$ cat src/rtl/cfg_io_port_pkg.sv
package cfg_io_port_pkg;
    typedef enum logic [1:0] {
        SRC_DOUT  = 2'd0,
        SRC_ADDR  = 2'd1,
        SRC_MCELL = 2'd2,
        SRC_CSEL  = 2'd3
    } src_e;

    localparam int OFF_W = 3;
    localparam logic [OFF_W-1:0] OFF_DIN   = 3'd0;
    localparam logic [OFF_W-1:0] OFF_DOUT  = 3'd1;
    localparam logic [OFF_W-1:0] OFF_DIR   = 3'd2;
    localparam logic [OFF_W-1:0] OFF_CTL   = 3'd3;
    localparam logic [OFF_W-1:0] OFF_MCELL = 3'd4;
endpackage

$ cat src/rtl/ioport_regs.sv
module ioport_regs
    import cfg_io_port_pkg::*;
#(
    parameter int W = 8
) (
    input  logic             clk,
    input  logic             rst_n,
    input  logic             wr,
    input  logic [OFF_W-1:0] off,
    input  logic [W-1:0]     wdata,
    output logic [W-1:0]     dout_q,
    output logic [W-1:0]     dir_q,
    output logic [W-1:0]     ctl_q
);
    always_ff @(posedge clk or negedge rst_n) begin
        if (!rst_n) begin
            dout_q <= '0;
            dir_q  <= '0;
            ctl_q  <= '0;
        end else if (wr) begin
            case (off)
                OFF_DOUT: dout_q <= wdata;
                OFF_DIR:  dir_q  <= wdata;
                OFF_CTL:  ctl_q  <= wdata;
                default:  ;
            endcase
        end
    end
endmodule

$ cat src/rtl/ioport_addr_latch.sv
module ioport_addr_latch #(
    parameter int W = 8
) (
    input  logic         clk,
    input  logic         rst_n,
    input  logic         ale,
    input  logic [W-1:0] addr,
    output logic [W-1:0] alat_q
);
    always_ff @(posedge clk or negedge rst_n) begin
        if (!rst_n)   alat_q <= '0;
        else if (ale) alat_q <= addr;
    end
endmodule

$ cat src/rtl/ioport_sync.sv
module ioport_sync #(
    parameter int W      = 8,
    parameter int STAGES = 2
) (
    input  logic         clk,
    input  logic         rst_n,
    input  logic [W-1:0] d,
    output logic [W-1:0] q
);
    logic [STAGES-1:0][W-1:0] stg;

    always_ff @(posedge clk or negedge rst_n) begin
        if (!rst_n) begin
            stg <= '0;
        end else begin
            stg[0] <= d;
            for (int s = 1; s < STAGES; s++) stg[s] <= stg[s-1];
        end
    end

    assign q = stg[STAGES-1];
endmodule

$ cat src/rtl/ioport_pin_mux.sv
module ioport_pin_mux
    import cfg_io_port_pkg::*;
#(
    parameter int W = 8
) (
    input  logic [W-1:0]   ctl_q,
    input  logic [2*W-1:0] cfg_alt,
    input  logic [W-1:0]   dout_q,
    input  logic [W-1:0]   alat_q,
    input  logic [W-1:0]   mcell,
    input  logic [W-1:0]   csel,
    input  logic [W-1:0]   dir_q,
    input  logic [W-1:0]   pt_oe,
    output logic [W-1:0]   pad_out,
    output logic [W-1:0]   pad_oe
);
    for (genvar i = 0; i < W; i++) begin : g_pin
        src_e sel;
        logic bit_out;
        logic logic_mode;

        assign sel = ctl_q[i] ? src_e'(cfg_alt[2*i +: 2]) : SRC_DOUT;

        always_comb begin
            unique case (sel)
                SRC_DOUT:  bit_out = dout_q[i];
                SRC_ADDR:  bit_out = alat_q[i];
                SRC_MCELL: bit_out = mcell[i];
                SRC_CSEL:  bit_out = csel[i];
                default:   bit_out = dout_q[i];
            endcase
        end

        assign logic_mode = (sel == SRC_MCELL) || (sel == SRC_CSEL);
        assign pad_out[i] = bit_out;
        assign pad_oe[i]  = dir_q[i] | (logic_mode & pt_oe[i]);
    end
endmodule

$ cat src/rtl/cfg_io_port.sv
module cfg_io_port
    import cfg_io_port_pkg::*;
#(
    parameter int W           = 8,
    parameter int SYNC_STAGES = 2
) (
    input  logic             clk,
    input  logic             rst_n,
    input  logic             reg_wr,
    input  logic             reg_rd,
    input  logic [OFF_W-1:0] reg_off,
    input  logic [W-1:0]     reg_wdata,
    output logic [W-1:0]     rd_data,
    input  logic             ale,
    input  logic [W-1:0]     addr,
    input  logic [2*W-1:0]   cfg_alt,
    input  logic [W-1:0]     mcell,
    input  logic [W-1:0]     csel,
    input  logic [W-1:0]     pt_oe,
    input  logic [W-1:0]     pad_in,
    output logic [W-1:0]     pad_out,
    output logic [W-1:0]     pad_oe
);
    logic [W-1:0] dout_q;
    logic [W-1:0] dir_q;
    logic [W-1:0] ctl_q;
    logic [W-1:0] alat_q;
    logic [W-1:0] din_s;

    ioport_regs #(.W(W)) u_regs (
        .clk    (clk),
        .rst_n  (rst_n),
        .wr     (reg_wr),
        .off    (reg_off),
        .wdata  (reg_wdata),
        .dout_q (dout_q),
        .dir_q  (dir_q),
        .ctl_q  (ctl_q)
    );

    ioport_addr_latch #(.W(W)) u_alat (
        .clk    (clk),
        .rst_n  (rst_n),
        .ale    (ale),
        .addr   (addr),
        .alat_q (alat_q)
    );

    ioport_sync #(.W(W), .STAGES(SYNC_STAGES)) u_sync (
        .clk   (clk),
        .rst_n (rst_n),
        .d     (pad_in),
        .q     (din_s)
    );

    ioport_pin_mux #(.W(W)) u_mux (
        .ctl_q   (ctl_q),
        .cfg_alt (cfg_alt),
        .dout_q  (dout_q),
        .alat_q  (alat_q),
        .mcell   (mcell),
        .csel    (csel),
        .dir_q   (dir_q),
        .pt_oe   (pt_oe),
        .pad_out (pad_out),
        .pad_oe  (pad_oe)
    );

    // Shared readback: one source on the bus, zero when idle.
    always_comb begin
        rd_data = '0;
        if (reg_rd) begin
            case (reg_off)
                OFF_DIN:   rd_data = din_s;
                OFF_DOUT:  rd_data = dout_q;
                OFF_DIR:   rd_data = dir_q;
                OFF_CTL:   rd_data = ctl_q;
                OFF_MCELL: rd_data = mcell;
                default:   rd_data = '0;
            endcase
        end
    end
endmodule

$ cat config.mk
export PLATFORM = sky130hd
export DESIGN_NAME = cfg_io_port
export DESIGN_NICKNAME = d
export VERILOG_FILES = /design/src/rtl/cfg_io_port_pkg.sv /design/src/rtl/ioport_regs.sv /design/src/rtl/ioport_addr_latch.sv /design/src/rtl/ioport_sync.sv /design/src/rtl/ioport_pin_mux.sv /design/src/rtl/cfg_io_port.sv
export SDC_FILE = /design/constraint.sdc
export NUM_CORES = 1
export LEC_CHECK = 0
export ABC_AREA = 1
export BUFFER_PORTS_ARGS = -buffer_cell sky130_fd_sc_hd__buf_4
export CAP_MARGIN = 20
export CORE_UTILIZATION = 53
export DETAILED_ROUTE_END_ITERATION = 6
export PLACE_DENSITY = 0.84
export SLEW_MARGIN = 20
export SYNTH_ARGS = -nofsm -noshare
export SYNTH_HDL_FRONTEND = slang
export SYNTH_SLANG_ARGS = --single-unit
export TNS_END_PERCENT = 10
$ cat constraint.sdc
create_clock -name clk -period 1.78 [get_ports clk]
set_input_delay 0.356 -clock clk [delete_from_list [all_inputs] [get_ports clk]]
set_output_delay 0.356 -clock clk [all_outputs]
set_load 0.02 [all_outputs]
==> impl_metrics.json, run 1 <==
{
  "initial_utilization_pct": 56.86,
  "std_cell_rows": 24,
  "placed_cells": 427,
  "final.setup.tns_ps": 0,
  "ys_seq_area_share_pct": 46.90,
  "yosysUniqueCellTypes": 24,
  "finalSetupViolations": 0,
  "die_x_um": 71.52,
  "hold_viol_final": 0,
  "hold_class": "in -> async",
  "cts_tree": "built",
  "syn_avg_cell_area_um2": 8.712,
  "slew_viol_final": 0,
  "r2r-start": "u_regs.ctl_q[6]$_DFFE_PN0P_",
  "first_pass_iters": 5,
  "synth_seq_cells": 48,
  "cp-end-kind": "output pin",
  "port_buffers": 95,
  "yosysTopAreaCellShare_pct": 46.90,
  "drv_cap": 0,
  "htree_levels": 2,
  "die_area_um2": 5114,
  "grt_setup_unrepaired": "true",
  "drt_iter0_drc": 173,
  "powerDensity_nw_per_um2": 885.2,
  "dr_total_vias": 2396,
  "cp.required_ps": 1420,
  "layout-drive-gt1-share_pct": 38.82,
  "final_common_cell": "buf_4",
  "skew_ps": 4.701,
  "clk_latency_ps": 300,
  "fin_cells": 441,
  "grt_pass1_vias": 2233,
  "reg2reg_slack_ps": 970,
  "hold_buffers": 0,
  "critPathKind": "in -> out",
  "grtUsageTotal_pct": 25.53,
  "antenna_cells": 0,
  "grt_antenna_before_repair": 0,
  "dp_hpwl_mm": 4.609,
  "finalWirelength_mm": 6.274,
  "netlist_area_um2": 2561,
  "clockBufferDepth": 2,
  "status": "finished, final reports clean",
  "p_leak_uw": 0.001779,
  "syn_nets": 366,
  "syn_inst": 294,
  "grt_overflow": 0,
  "core_um2": 4504,
  "final_cell_mix": "buf_4, nand3_1, nand2_1",
  "die_h_um": 71.52,
  "grt_pass1_wl_mm": 10.05,
  "io_pins": 96,
  "ant_nets": 0,
  "clkSinkCount": 48,
  "final_net_count": 460,
  "remaining_drc_errors": 0,
  "r2r_end": "u_regs.ctl_q[6]$_DFFE_PN0P_",
  "layout_setup_ws_ps": 17.66,
  "yosys.area.top_type": "dfrtp_1",
  "worst_pin_slew_ps": 588.6,
  "wl_per_cell_um": 14.23,
  "relSlewSlack_pct": 60.76,
  "cts_made_buffers": 5,
  "max_freq_ghz": 0.5674,
  "routabilityCongestion": 0.8000,
  "synth_warnings": 0,
  "root_buffer": "clkbuf_8",
  "finalCriticalPeriod_ps": 1762,
  "crit_fanout": 17,
  "place_ws_ps": 80.78,
  "path_clk_slew_ps": 80,
  "r2r_cells": 3,
  "grt_max_degree": 49,
  "worst_setup_path_start_kind": "primary input",
  "vias_per_cell": 5.433,
  "fin_crit_sh_pct": 99.01,
  "utilization_pct": 75.42,
  "synthTopCellsByArea": "dfrtp_1, nand3_1, nand2_1",
  "area_growth_pct": 32.63,
  "irDropWorstVdd_uv": 528.7,
  "cp.arrival_ps": 1410
}
[what timing repair did]
item / CTS / global route
hold endpoints to repair: 0 / 0
gates resized for setup: 0 / 8
setup endpoints to repair: 0 / 8
setup buffers: 0 / 5
[how the worst max path moves through the flow]
stage	startpoint	end	slack (ps)	cells after the start
floorplan	reg_off[2]	rd_data[1]	170	7
global placement	reg_off[0]	rd_data[4]	130	8
detailed placement	reg_off[0]	rd_data[4]	80	8
CTS	u_regs.ctl_q[6]$_DFFE_PN0P_	pad_out[6]	50	7
global route	reg_off[2]	rd_data[6]	-50	7
finish	reg_off[2]	rd_data[7]	20	7
[state kept, by name, indices dropped and copies added (netlist names)]
| signal | cells |
|---|---|
| u_regs.ctl_q | 8 |
| u_sync.stg | 8 |
| u_regs.dir_q | 8 |
| u_alat.alat_q | 8 |
| u_sync.q | 8 |
| u_regs.dout_q | 8 |
[area by class of cell]
class / instances / area [um^2]
Clock buffer: 5 / 68.82
Clock inverter: 3 / 42.54
Inverter: 28 / 107.6
Sequential cell: 48 / 1206
Tap cell: 52 / 65.06
Fill cell: 345 / 1107
Timing Repair Buffer: 105 / 792.0
Multi-Input combinational cell: 200 / 1115
[Yosys cell counts, drive strengths merged]
library cell	number
mux2	8
inv	28
buf	18
a31o	4
clkbuf	1
dfrtp	48
nand2	54
nor3	1
nor2	18
nand4	13
a21o	4
o21ai	32
nand3	65
[logic make-up (layout without fill, tap and decap cells)]
group	Yosys count	count (layout)	share of synthesized area, %
simple gates	151	152	29.21
mux	8	8	3.517
compound gates	40	40	10.26
flops	48	48	46.90
buf+inv	47	141	10.11
[metrics by stage]
| step | power [uW] | hold slack (ps) | instance area (um^2) |
|---|---|---|---|
| finish | 3007 | 48.41 | 3397 |
| global route | 3177 | 96.54 | 3397 |
| CTS | 2996 | 70.33 | 3334 |
| detailed placement | 2227 | 336.4 | 3223 |
| global placement | 2201 | 334.2 | 3223 |
| floorplan | 1906 | 60.41 | 2561 |
[layer usage]
| metal | track usage [%] | part of all wire, % |
|---|---|---|
| met1 | 32.96 | 40 |
| met2 | 43.17 | 50 |
| met3 | 5.626 | 7.6 |
| met4 | 8.279 | 2.0 |
| met5 | 0 | 0 |
[power by group]
part           internal (uW)  leakage (uW)  switching [uW]
logic                    417       0.00115             459
registers               1230      0.000577             124
clock network            415     0.0000541             360
total                   2060       0.00178             943
[critical path: stages]
cell,delay (ps)
buf_4,180
inv_2,250
nand4_1,140
nand3_1,100
nor2_1,50
nor2_1,160
buf_4,180
(Power assumes the default switching activity.)
==> run 2, diff against run 1 <==
Settings changed: CORE_UTILIZATION 53 to 46, HOLD_SLACK_MARGIN set to 0.1, PLACE_DENSITY 0.84 to 0.74.
==> impl_metrics.json, run 2 (synthesized netlist as in run 1, its figures left out) <==
{
  "area_growth_pct": 31.66,
  "fin_cells": 452,
  "grt_use_met1_pct": 28.17,
  "cp-end-kind": "output pin",
  "root_buffer": "clkbuf_8",
  "worst_pin_slew_ps": 598.0,
  "place_ws_ps": 85.75,
  "internal_power_uw": 2054,
  "port_buffers": 95,
  "irDropWorstVdd_uv": 560.7,
  "final_common_cell": "buf_4",
  "grt_max_degree": 49,
  "finalSetupViolations": 0,
  "remaining_drc_errors": 0,
  "path_clk_slew_ps": 90,
  "grt_overflow": 0,
  "vias_per_cell": 5.157,
  "placed_cells": 443,
  "wl_per_cell_um": 13.48,
  "cp.required_ps": 1420,
  "finalCriticalPeriod_ps": 1688,
  "layout-drive-gt1-share_pct": 37.43,
  "grtUsageTotal_pct": 22.08,
  "core_um2": 5238,
  "htree_levels": 2,
  "netSwitchingPower_uw": 931.3,
  "first_pass_iters": 4,
  "finalWirelength_mm": 6.091,
  "hold_viol_final": 0,
  "status": "finished, final reports clean",
  "use_met2_pct": 37.66,
  "cp.arrival_ps": 1330,
  "placed_cell_area_um2": 3243,
  "cts_tree": "built",
  "clk_latency_ps": 290,
  "final_net_count": 453,
  "grt_setup_unrepaired": "true",
  "hold_ws_ps": 163.9,
  "cts_made_buffers": 5,
  "busiest_layer": "met2",
  "die_x_um": 76.62,
  "max_freq_ghz": 0.5925,
  "grt_antenna_before_repair": 0,
  "slew_viol_final": 0,
  "p_comb_share_pct": 28.5,
  "layout_setup_ws_ps": 92.28,
  "std_cell_rows": 26,
  "final.setup.tns_ps": 0,
  "grtUsageMet3_pct": 4.671,
  "dp_hpwl_mm": 4.625,
  "routabilityCongestion": 0.8046,
  "swShare_pct": 31.20,
  "powerDensity_nw_per_um2": 885.2,
  "worst_setup_path_start_kind": "primary input",
  "clockPowerShare_pct": 25.8,
  "io_pins": 96,
  "final_area_um2": 3372,
  "relSlewSlack_pct": 60.13,
  "crit_fanout": 6,
  "drt_iter0_drc": 142,
  "die_area_um2": 5870,
  "fillers": 464,
  "grt_pass1_vias": 2279,
  "antenna_cells": 0,
  "final_cell_mix": "buf_4, nand3_1, nand2_1",
  "p_leak_uw": 0.001747,
  "dr_total_vias": 2331,
  "hold_class": "in -> reg",
  "power_frac_seq_pct": 45.7,
  "ant_nets": 0,
  "initial_utilization_pct": 48.90,
  "worstPathCellList": "buf_4 > nor2_4 > nand2_1 > o21ai_1 > nor2_1 > nor2_1 > buf_4",
  "slowest_stage": "nor2_4",
  "clockBufferDepth": 2,
  "fin_crit_sh_pct": 94.82,
  "skew_ps": 0.6472,
  "critPathKind": "in -> out",
  "clkSinkCount": 48,
  "cpPeakStageDelay_ps": 180,
  "grt_pass1_wl_mm": 10.30,
  "die_h_um": 76.62,
  "drv_cap": 0
}
-- run 2: area by class of cell --
class / instances / area, um^2 / share of cell area (%)
Inverter: 28 / 105.1 / 3.117
Timing Repair Buffer: 99 / 758.2 / 22.49
Multi-Input combinational cell: 199 / 1104 / 32.73
Clock inverter: 3 / 42.54 / 1.262
Tap cell: 70 / 87.58 / 2.597
Sequential cell: 48 / 1206 / 35.77
Clock buffer: 5 / 68.82 / 2.041
-- run 2: repair_timing --
action                                  in CTS  in global routing
hold buffers                                 1                  0
setup buffers                                0                  0
endpoints found under the setup margin       0                  5
hold endpoints to repair                    48                  0
gates resized for setup                      0                  5
-- run 2: worst max-delay path: cells and delay by family --
| kind | cells | cell delay, ps |
|---|---|---|
| and+or+nand+nor | 4 | 520 |
| buffers and inverters | 2 | 280 |
| AOI/OAI and AO/OA | 1 | 170 |
-- run 2: path summary, 6_finish.rpt --
kind / startpoint / slack [ps] / cells past startpoint / end
max: reg_off[0] / 90 / 7 / rd_data[0]
min: pad_in[7] / 160 / 1 / u_sync.stg[7]$_DFF_PN0_
max reg2reg: u_alat.alat_q[6]$_DFFE_PN0P_ / 1020 / 1 / u_alat.alat_q[6]$_DFFE_PN0P_
min reg2reg: u_sync.stg[6]$_DFF_PN0_ / 350 / 0 / u_sync.q[6]$_DFF_PN0_
max in group asynchronous: rst_n / 740 / 2 / u_regs.ctl_q[6]$_DFFE_PN0P_
min in group asynchronous: rst_n / 610 / 2 / u_alat.alat_q[4]$_DFFE_PN0P_
-- run 2: routing by layer --
metal / share of wire (%) / routed length, um
met3: 5.7 / 349
met4: 1.4 / 85
met1: 44 / 2668
met2: 49 / 2987
met5: 0 / 0
-- run 2: power by group through the flow --
| stage | Clock (uW) | Combinational, uW | Sequential [uW] |
|---|---|---|---|
| after CTS | 790 | 858 | 1360 |
| final | 771 | 850 | 1360 |
| after floorplan | 0 | 572 | 1330 |
| after detailed placement | 0 | 853 | 1380 |
| after global routing | 840 | 939 | 1380 |
| after global placement | 0 | 831 | 1380 |
-- run 2: per-stage QoR --
step                util (%)  total power, uW
floorplan                  -             1906
global placement       61.92             2211
detailed placement     61.92             2233
CTS                    64.24             3006
global route           64.38             3161
finish                 64.38             2985
==> run 3, diff against run 2 <==
Settings changed: CORE_UTILIZATION 46 to 25, PLACE_DENSITY 0.74 to 0.45, SLEW_MARGIN 20 to unset.
==> impl_metrics.json, run 3 (synthesized netlist as in run 1, its figures left out) <==
{
  "cpPeakStageDelay_ps": 190,
  "hold_class": "in -> reg",
  "irDropWorstVdd_uv": 288.2,
  "grtUsageTotal_pct": 13.85,
  "layout_setup_ws_ps": 86.71,
  "swShare_pct": 32.99,
  "hold_viol_final": 0,
  "initial_utilization_pct": 25.96,
  "die_area_um2": 10650,
  "first_pass_iters": 4,
  "die_x_um": 103.2,
  "finalCriticalPeriod_ps": 1693,
  "vias_per_cell": 4.419,
  "netSwitchingPower_uw": 960.9,
  "cp.required_ps": 1420,
  "final_cell_mix": "buf_4, nand3_1, nand2_1",
  "worstPathCellList": "buf_4 > inv_2 > buf_4 > nand4_1 > nand3_1 > nor2_1 > nor2_1 > buf_4",
  "htree_levels": 2,
  "slew_viol_final": 0,
  "wl_per_cell_um": 13.58,
  "port_buffers": 95,
  "internal_power_uw": 1952,
  "critPathMostFrequentCell": "buf_4",
  "drt_iter0_drc": 76,
  "cp.arrival_ps": 1340,
  "grt_max_degree": 49,
  "area_growth_pct": 34.98,
  "place_ws_ps": 85.36,
  "power_frac_seq_pct": 46.9,
  "grt_setup_unrepaired": "true",
  "status": "finished, final reports clean",
  "cts_tree": "built",
  "slowest_stage": "inv_2",
  "skew_ps": 5.033,
  "std_cell_rows": 36,
  "clkSinkCount": 48,
  "worst_pin_slew_ps": 613.0,
  "core_um2": 9864,
  "cts_made_buffers": 5,
  "antenna_cells": 0,
  "remaining_drc_errors": 0,
  "powerDensity_nw_per_um2": 842.5,
  "dr_total_vias": 2298,
  "dp_hpwl_mm": 5.334,
  "grt_pass1_vias": 2233,
  "finalWirelength_mm": 7.064,
  "worst_setup_path_start_kind": "primary input",
  "postCtsSetupBuffers": 0,
  "drv_cap": 0,
  "final.setup.tns_ps": 0,
  "grt_overflow": 0,
  "p_leak_uw": 0.001764,
  "layout-drive-gt1-share_pct": 38.24,
  "path_clk_slew_ps": 100,
  "clockPowerShare_pct": 23.7,
  "critPathKind": "in -> out",
  "clk_latency_ps": 300,
  "routabilityCongestion": 0.7663,
  "ant_nets": 0,
  "relSlewSlack_pct": 59.13,
  "final_common_cell": "buf_4",
  "p_comb_share_pct": 29.4,
  "die_h_um": 103.2,
  "max_freq_ghz": 0.5906,
  "root_buffer": "clkbuf_8",
  "cp-end-kind": "output pin",
  "clockBufferDepth": 2,
  "final_net_count": 458,
  "grt_pass1_wl_mm": 10.96,
  "crit_fanout": 8,
  "io_pins": 96,
  "grt_antenna_before_repair": 0,
  "finalSetupViolations": 0,
  "fin_crit_sh_pct": 95.13
}
[run 3: changes by cell type in the layout (fill, tap and decap cells not counted), sizes merged]
cell and change:
buf +5, bufinv -1, clkbuf +1, clkinv +1, clkinvlp -1
[run 3: worst max-delay path: cells and delay by family]
kind	cells	cell delay (ps)
buf+inv	4	660
simple gates	4	320
[run 3: worst paths after layout]
| kind | to | cells past startpoint | start | slack (ps) |
|---|---|---|---|---|
| max | rd_data[2] | 8 | reg_off[0] | 90 |
| min | u_sync.stg[7]$_DFF_PN0_ | 1 | pad_in[7] | 150 |
| max reg2reg | u_alat.alat_q[2]$_DFFE_PN0P_ | 1 | u_alat.alat_q[2]$_DFFE_PN0P_ | 1020 |
| min reg2reg | u_sync.q[5]$_DFF_PN0_ | 0 | u_sync.stg[5]$_DFF_PN0_ | 360 |
| max in group asynchronous | u_regs.ctl_q[7]$_DFFE_PN0P_ | 2 | rst_n | 740 |
| min in group asynchronous | u_regs.dout_q[5]$_DFFE_PN0P_ | 2 | rst_n | 610 |
[run 3: layout make-up]
| class | count | area (um^2) |
|---|---|---|
| multi-input combinational | 199 | 1104 |
| tap | 133 | 166.4 |
| clock inverter | 2 | 10.01 |
| timing repair buffer | 104 | 783.3 |
| inverter | 28 | 105.1 |
| fill | 1042 | 6407 |
| sequential | 48 | 1206 |
| clock buffer | 6 | 82.58 |
[run 3: metal layers]
layer / wire, um / track usage, % / vias up
met5: 0 / 0 / -
met4: 51 / 3.250 / 0
met3: 296 / 2.621 / 4
met2: 3405 / 24.15 / 57
met1: 3310 / 17.75 / 1055
li1: - / - / 1182
[run 3: metrics by stage]
| step | hold slack, ps | power, uW | cell area, um^2 | util (%) | instances |
|---|---|---|---|---|---|
| detailed placement | 334.7 | 2252 | 3347 | 33.93 | 511 |
| finish | 145.5 | 2913 | 3457 | 35.05 | 520 |
| global placement | 335.4 | 2244 | 3347 | 33.93 | 511 |
| floorplan | 60.41 | 1906 | 2561 | - | 294 |
| global route | 133.2 | 3103 | 3457 | 35.05 | 520 |
| CTS | 140.0 | 2949 | 3450 | 34.97 | 520 |
[run 3: what timing repair did]
item	4_1_cts	5_1_grt
resized for setup	0	5
endpoints found under the setup margin	0	6
hold buffers	1	0
hold endpoints to repair	44	0
[run 3: power groups by stage]
stage               clock (uW)  combinational, uW  sequential, uW
floorplan                    0                572            1330
global placement             0                854            1390
detailed placement           0                864            1390
CTS                        714                867            1370
global route               757                954            1390
finish                     690                856            1370
